## config.mk

```make
export PLATFORM = sky130hd
export DESIGN_NAME = disp_port
export DESIGN_NICKNAME = d
export VERILOG_FILES = /design/src/rtl/disp_pkg.sv /design/src/rtl/disp_decode.sv /design/src/rtl/disp_regs.sv /design/src/rtl/disp_emit.sv /design/src/rtl/disp_port.sv
export SDC_FILE = /design/constraint.sdc
export NUM_CORES = 1
export LEC_CHECK = 0
export CORE_AREA = 2 2 47 57
export DETAILED_ROUTE_END_ITERATION = 16
export DIE_AREA = 0 0 49 59
export PLACE_DENSITY = 0.82
export SYNTH_ARGS = -nofsm -noshare
export SYNTH_HDL_FRONTEND = slang
export SYNTH_HIERARCHICAL = 1
export SYNTH_SLANG_ARGS = --single-unit
export TNS_END_PERCENT = 50
```

## constraint.sdc

```tcl
create_clock -name clk -period 3.25 [get_ports clk]
set_input_delay 0.65 -clock clk [delete_from_list [all_inputs] [get_ports clk]]
set_output_delay 0.65 -clock clk [all_outputs]
set_load 0.005 [all_outputs]
```

## src/rtl/disp_pkg.sv

```systemverilog
// Package: shared constants and types for the display output port.
// Assumes a single-word bus where one address is decoded per cycle.
package disp_pkg;
    localparam int unsigned BUS_W      = 16;
    localparam int unsigned CHR_W      = 8;
    localparam logic [BUS_W-1:0] STAT_ADDR_DEF = 16'hFE04;
    localparam logic [BUS_W-1:0] DATA_ADDR_DEF = 16'hFE06;
    localparam int unsigned RDY_POS_DEF = 15;
    localparam int unsigned IEN_POS_DEF = 14;

    // Decoded bus access for the current cycle
    typedef struct packed {
        logic stat_rd;
        logic stat_wr;
        logic data_rd;
        logic data_wr;
    } dec_t;
endpackage

```

## src/rtl/disp_decode.sv

```systemverilog
// Module: address decoder for the two port registers.
// Assumes rd and wr strobes are qualified by the bus for one cycle each.
module disp_decode
    import disp_pkg::*;
#(
    parameter int unsigned ADDR_W = 16,
    parameter logic [ADDR_W-1:0] STAT_ADDR = 16'hFE04,
    parameter logic [ADDR_W-1:0] DATA_ADDR = 16'hFE06
) (
    input  logic [ADDR_W-1:0] addr,
    input  logic              wr_en,
    input  logic              rd_en,
    output dec_t              dec
);
    logic hit_stat;
    logic hit_data;

    // Compare the address against both register locations
    always_comb begin
        hit_stat = (addr == STAT_ADDR);
        hit_data = (addr == DATA_ADDR);
    end

    // Qualify the hits with the access strobes
    always_comb begin
        dec.stat_rd = hit_stat & rd_en;
        dec.stat_wr = hit_stat & wr_en;
        dec.data_rd = hit_data & rd_en;
        dec.data_wr = hit_data & wr_en;
    end
endmodule

```

## src/rtl/disp_regs.sv

```systemverilog
// Module: ready flag, interrupt enable and character holding register.
// Assumes the sink pulses done only while a character is outstanding;
// a done seen while ready is already 1 is ignored.
module disp_regs
    import disp_pkg::*;
#(
    parameter int unsigned DATA_W  = 16,
    parameter int unsigned CHAR_W  = 8,
    parameter int unsigned IEN_POS = 14
) (
    input  logic              clk,
    input  logic              rst_n,
    input  dec_t              dec,
    input  logic [DATA_W-1:0] wdata,
    input  logic              done,
    output logic              accept,
    output logic              ready,
    output logic              ien,
    output logic [CHAR_W-1:0] chr
);
    logic              ready_q;
    logic              ien_q;
    logic [CHAR_W-1:0] chr_q;

    // A data store is taken only while the display is idle
    always_comb accept = dec.data_wr & ready_q;

    // Ready tracking: drop on accepted store, restore after sink done
    always_ff @(posedge clk) begin
        if (!rst_n)                 ready_q <= 1'b1;
        else if (accept)            ready_q <= 1'b0;
        else if (done && !ready_q)  ready_q <= 1'b1;
    end

    // Interrupt enable: loaded from its bit on any status store
    always_ff @(posedge clk) begin
        if (!rst_n)           ien_q <= 1'b0;
        else if (dec.stat_wr) ien_q <= wdata[IEN_POS];
    end

    // Character register: low byte of an accepted store
    always_ff @(posedge clk) begin
        if (!rst_n)      chr_q <= '0;
        else if (accept) chr_q <= wdata[CHAR_W-1:0];
    end

    assign ready = ready_q;
    assign ien   = ien_q;
    assign chr   = chr_q;
endmodule

```

## src/rtl/disp_emit.sv

```systemverilog
// Module: sink handshake, one-cycle valid strobe after each accepted store.
// Assumes the character register is stable while the strobe is high.
module disp_emit #(
    parameter int unsigned CHAR_W = 8
) (
    input  logic              clk,
    input  logic              rst_n,
    input  logic              accept,
    input  logic [CHAR_W-1:0] chr,
    output logic              valid,
    output logic [CHAR_W-1:0] byte_o
);
    logic valid_q;

    // Strobe for exactly the cycle following an accepted store
    always_ff @(posedge clk) begin
        if (!rst_n) valid_q <= 1'b0;
        else        valid_q <= accept;
    end

    assign valid  = valid_q;
    assign byte_o = chr;
endmodule

```

## src/rtl/disp_port.sv

```systemverilog
// Module: top of the memory-mapped character output port.
// Assumes one bus access per cycle; read data is combinational from state.
module disp_port
    import disp_pkg::*;
#(
    parameter int unsigned ADDR_W  = BUS_W,
    parameter int unsigned DATA_W  = BUS_W,
    parameter int unsigned CHAR_W  = CHR_W,
    parameter logic [ADDR_W-1:0] STAT_ADDR = STAT_ADDR_DEF,
    parameter logic [ADDR_W-1:0] DATA_ADDR = DATA_ADDR_DEF,
    parameter int unsigned RDY_POS = RDY_POS_DEF,
    parameter int unsigned IEN_POS = IEN_POS_DEF
) (
    input  logic              clk,
    input  logic              rst_n,
    input  logic [ADDR_W-1:0] bus_addr,
    input  logic              bus_wr_en,
    input  logic              bus_rd_en,
    input  logic [DATA_W-1:0] bus_wdata,
    output logic [DATA_W-1:0] bus_rdata,
    output logic              dat_load,
    output logic              stat_sel,
    output logic              char_valid,
    output logic [CHAR_W-1:0] char_byte,
    input  logic              char_done,
    output logic              irq
);
    dec_t              dec_w;
    logic              accept_w;
    logic              ready_w;
    logic              ien_w;
    logic [CHAR_W-1:0] chr_w;

    disp_decode #(
        .ADDR_W(ADDR_W), .STAT_ADDR(STAT_ADDR), .DATA_ADDR(DATA_ADDR)
    ) dec_i (
        .addr(bus_addr), .wr_en(bus_wr_en), .rd_en(bus_rd_en), .dec(dec_w)
    );

    disp_regs #(
        .DATA_W(DATA_W), .CHAR_W(CHAR_W), .IEN_POS(IEN_POS)
    ) regs_i (
        .clk(clk), .rst_n(rst_n), .dec(dec_w), .wdata(bus_wdata),
        .done(char_done), .accept(accept_w), .ready(ready_w),
        .ien(ien_w), .chr(chr_w)
    );

    disp_emit #(.CHAR_W(CHAR_W)) emit_i (
        .clk(clk), .rst_n(rst_n), .accept(accept_w), .chr(chr_w),
        .valid(char_valid), .byte_o(char_byte)
    );

    // Read path: status word, zero-extended character, or zero
    always_comb begin
        bus_rdata = '0;
        if (dec_w.stat_rd) begin
            bus_rdata[RDY_POS] = ready_w;
            bus_rdata[IEN_POS] = ien_w;
        end else if (dec_w.data_rd) begin
            bus_rdata[CHAR_W-1:0] = chr_w;
        end
    end

    // Strobes and interrupt request toward the rest of the chip
    always_comb begin
        dat_load = accept_w;
        stat_sel = dec_w.stat_rd;
        irq      = ready_w & ien_w;
    end
endmodule

```

Word-level counts from Yosys, hierarchy flattened
Index checks and enable logic that the tools add are counted.

Equal/unequal tests: 2. Muxes and demuxes: 5. Bitwise operators: 6. Reduce and logical (&&, ||, !) cells: 3.

Operator list (number): 16-bit == test (second input constant) (2); 8-bit two-way mux (2); 1-bit bitwise AND (6); 1-bit two-way mux (2); 2-bit two-way mux (1); 2-bit nonzero test (1); 1-bit logical AND (1); 1-bit logical NOT (1).

Flip-flop bits (word level): 11. Bits of input ports: 37. Output and inout bits: 28. Word-level logic and storage cells: 20.

Longest topological paths before layout
Word-level depth: 4. Mapped depth: 7. Gate-level depth less buffers: 5.

Hierarchy
The synthesis kept the hierarchy.

Modules (own cells, without submodules): disp_regs (instances 1, cells an instance 44, area an instance 442.9 um^2, seq. area each 200.2 um^2); disp_port (instances 1, cells an instance 18, area an instance 140.1 um^2, seq. area each 0.0 um^2); disp_emit (instances 1, cells an instance 10, area an instance 86.3 um^2, seq. area each 20.0 um^2); disp_decode (instances 1, cells an instance 10, area an instance 85.1 um^2, seq. area each 0.0 um^2).

Worst setup path before layout
No wires, ideal clock.

Path kind: input -> output. Start point: input bus_addr[0]. End point: output bus_rdata[14]. Data arrival time: 1892 ps. Data required time: 2600 ps. Slack: 708 ps. Stages on the path: 4. Buffers on the path: 0. Cells stage by stage: nor4_2 -> nand4_1 -> nor3b_1 -> and2_2.

Longest elaborated chain between the ends: 3.

Ends and longest elaborated chain: start, declared (line disp_port.sv:16) `input logic [ADDR_W-1:0] bus_addr,`; 16-bit == test (line disp_decode.sv:20) `hit_stat = (addr == STAT_ADDR);`; 1-bit bitwise AND (line disp_decode.sv:26) `dec.stat_rd = hit_stat & rd_en;`; net stat_sel (line disp_port.sv:22) `output logic stat_sel,`; 2-bit two-way mux (line disp_port.sv:56) `if (dec_w.stat_rd) begin`; end, declared (line disp_port.sv:20) `output logic [DATA_W-1:0] bus_rdata,`.

The timed path passes the listed nets, and every way through them passes these cells.

==> reports/qor.yml <==
clkPwrFrac: 0.339
ir_drop_uv: 114.3
rsz0062_at_grt: "no"
insertion_delay_ps: 260
fill_cells: 228
grt_antenna_before_repair: 0
hold_violations: 0
worst-endpoint-required_ps: 2600
crit_chain: "clkdlybuf4s50_1 -> nor4_2 -> and4_1 -> and3_1 -> and2_4 -> clkdlybuf4s50_1"
slew_viol_final: 0
finalSetupViolCount: 0
worst_pin_slew_ps: 660.1
ys_seq_area_frac: 0.2919
dr.pass1.iters: 4
slowest_delay_ps: 500
cp_max_fo: 2
placed_area_um2: 1192
ys_warn_count: 6
setup_ws_ps: 172.5
final_area_um2: 1261
min_period_ps: 3078
grt_max_degree: 20
endpoint_kind: "primary output"
switchingPower_w: 0.00005535
arrival_ps: 2430
ios: 65
cellPowerDensity_nw_per_um2: 213.8
status: "finished, final reports clean"
critPathTopFamily: "buffers and inverters"
dieArea_um2: 2891
finalWirelength_um: 1914
synth.distinct_cells: 21
fin_skew_ps: 5.151
syn_area_um2: 754.5
cpMostUsedCell: "clkdlybuf4s50_1"
areaGrowthSynthToFinish_pct: 67.16
drtIter0Drc: 2
fin_tns_setup_ps: 0
final_common_cell: "clkdlybuf4s50_1"
postLayoutCoreUtil: 0.5469
grt_overflow: 0
clockRootBuffer: "clkbuf_4"
worstSetupPathType: "input port to primary output"
die_x_um: 49
avgSynthCellArea_um2: 9.201
fmax_mhz: 324.9
place_congestion: 0.6538
cts_tree: "built"
worstSetupStartpointType: "input port"
dp.cells: 154
wl_per_cell_um: 12.04
num_rows: 19
synth_seq_cells: 11
grt_pass1_vias: 729
h-tree-depth: 1
clock_path_buffers: 2
drc: 0
cts_buffers: 3
fin_nets: 166
port_buffers: 51
die_y_um: 59
vias: 751
drv_cap: 0
path_buf_inv: 2
viasPerCell: 4.723
hold_path.class: "flop to flop"
relSlewSlack: 0.5585
dp_hpwl_um: 1525
preCtsSetupSlack_ps: -85.42
leakagePower_nw: 0.6688
comb_power_share: 0.162
clkTransAtPathRegs_ps: 70
grt_util_all_layers: 0.1420
layoutNonFillerInstCount: 159
fp.coreArea_um2: 2306
syn_inst: 82
drtAntennaViolNets: 0
fin_crit_sh: 0.9469
seqCellArea_um2: 220.2
switching_share: 0.2052
final_cell_mix: "41 x clkdlybuf4s50_1, 11 x dfxtp_1, 10 x dlymetal6s2s_1"
start_util: 0.3272
drive_gt1_frac: 0.1875
slowest_stage: "clkdlybuf4s50_1"
internal_power_w: 0.0002143
clock_sinks: 11
antenna_cells: 0
ctsHoldBuffers: 0
power_frac_seq: 0.499
grt_pass1_wl_um: 3091
multiInputGateArea_um2: 402.9
final cells by class:
type,instances,area share
flip-flops and latches,11,0.1746
repair buffers,56,0.4544
multi-input cells,57,0.3194
clock buffers,4,0.02083
well taps,31,0.03075
tightest hold or removal path: stages, from the launching register on:
cell,delay [ps]
dfxtp_1,320
nand2_1,70
o21ai_2,40
cell usage after synthesis:
cell type,number,area [um2]
mux2i_1,1,10.01
nand2_1,8,30.03
nor3b_1,2,15.01
nor2_1,1,3.750
conb_1,1,3.750
buf_12,1,20.02
dfxtp_1,11,220.2
and2_1,2,12.51
and2_2,2,15.01
o21ai_2,9,78.83
nor2b_1,1,6.260
nor4_2,1,12.51
and2_4,1,8.760
and3_1,2,12.51
and3b_1,9,78.83
buf_6,2,22.52
buf_2,1,5.000
buf_4,15,112.6
nand4_1,9,56.30
and4_1,2,17.52
and4bb_2,1,12.51
per-stage QoR:
stage | hold WS [ps] | total power, W
3_5_place_dp | 460.5 | 0.0001814
4_1_cts | 471.8 | 0.0002746
6_report | 468.6 | 0.0002697
2_1_floorplan | 448.3 | 0.0001507
5_1_grt | 504.9 | 0.0002843
3_3_place_gp | 457.3 | 0.0001804
power by group through the flow:
stage	sequential, W	combinational, W	clock (W)
2_1_floorplan	0.000138	0.0000129	0
3_3_place_gp	0.000138	0.0000426	0
3_5_place_dp	0.000138	0.0000436	0
4_1_cts	0.000135	0.0000440	0.0000959
5_1_grt	0.000135	0.0000474	0.000102
6_report	0.000135	0.0000437	0.0000913
path summary, 6_finish.rpt:
check             slack [ps]     startpoint  cells after the start       endpoint
setup / recovery         170    bus_addr[8]                      6       dat_load
hold / removal           470  regs_i/chr[7]                      2  regs_i/chr[7]
setup reg to reg        2040   regs_i/ready                      3   regs_i/ready
hold reg to reg          470  regs_i/chr[7]                      2  regs_i/chr[7]
logic make-up (layout without fill, tap and decap cells):
logic type	after synthesis	count (layout)	share of synthesized area
buf+inv	19	60	0.2123
simple gates	41	41	0.3731
compound gates	9	9	0.1045
flops	11	11	0.2919
mux	1	1	0.01327
other cells	1	6	0.004970
layer usage:
layer	vias to the layer above	GRT usage	wire length (um)
met5	-	0	0
met1	337	0.1455	728
met4	0	0.06122	8
met2	47	0.2740	1008
met3	2	0.03535	169
li1	365	-	-
sequential cells by signal, indices dropped and copies added, names as in the netlist:
signal        cells
emit_i/valid      1
regs_i/chr        8
regs_i/ien        1
regs_i/ready      1
repair_timing:
action                                 CTS  global route
pin swaps                                1             3
endpoints found under the hold margin    0             0
setup endpoints to repair               10            10
buffers inserted                         0             1
gates resized for setup                  3            10
(Power assumes the default switching activity.)
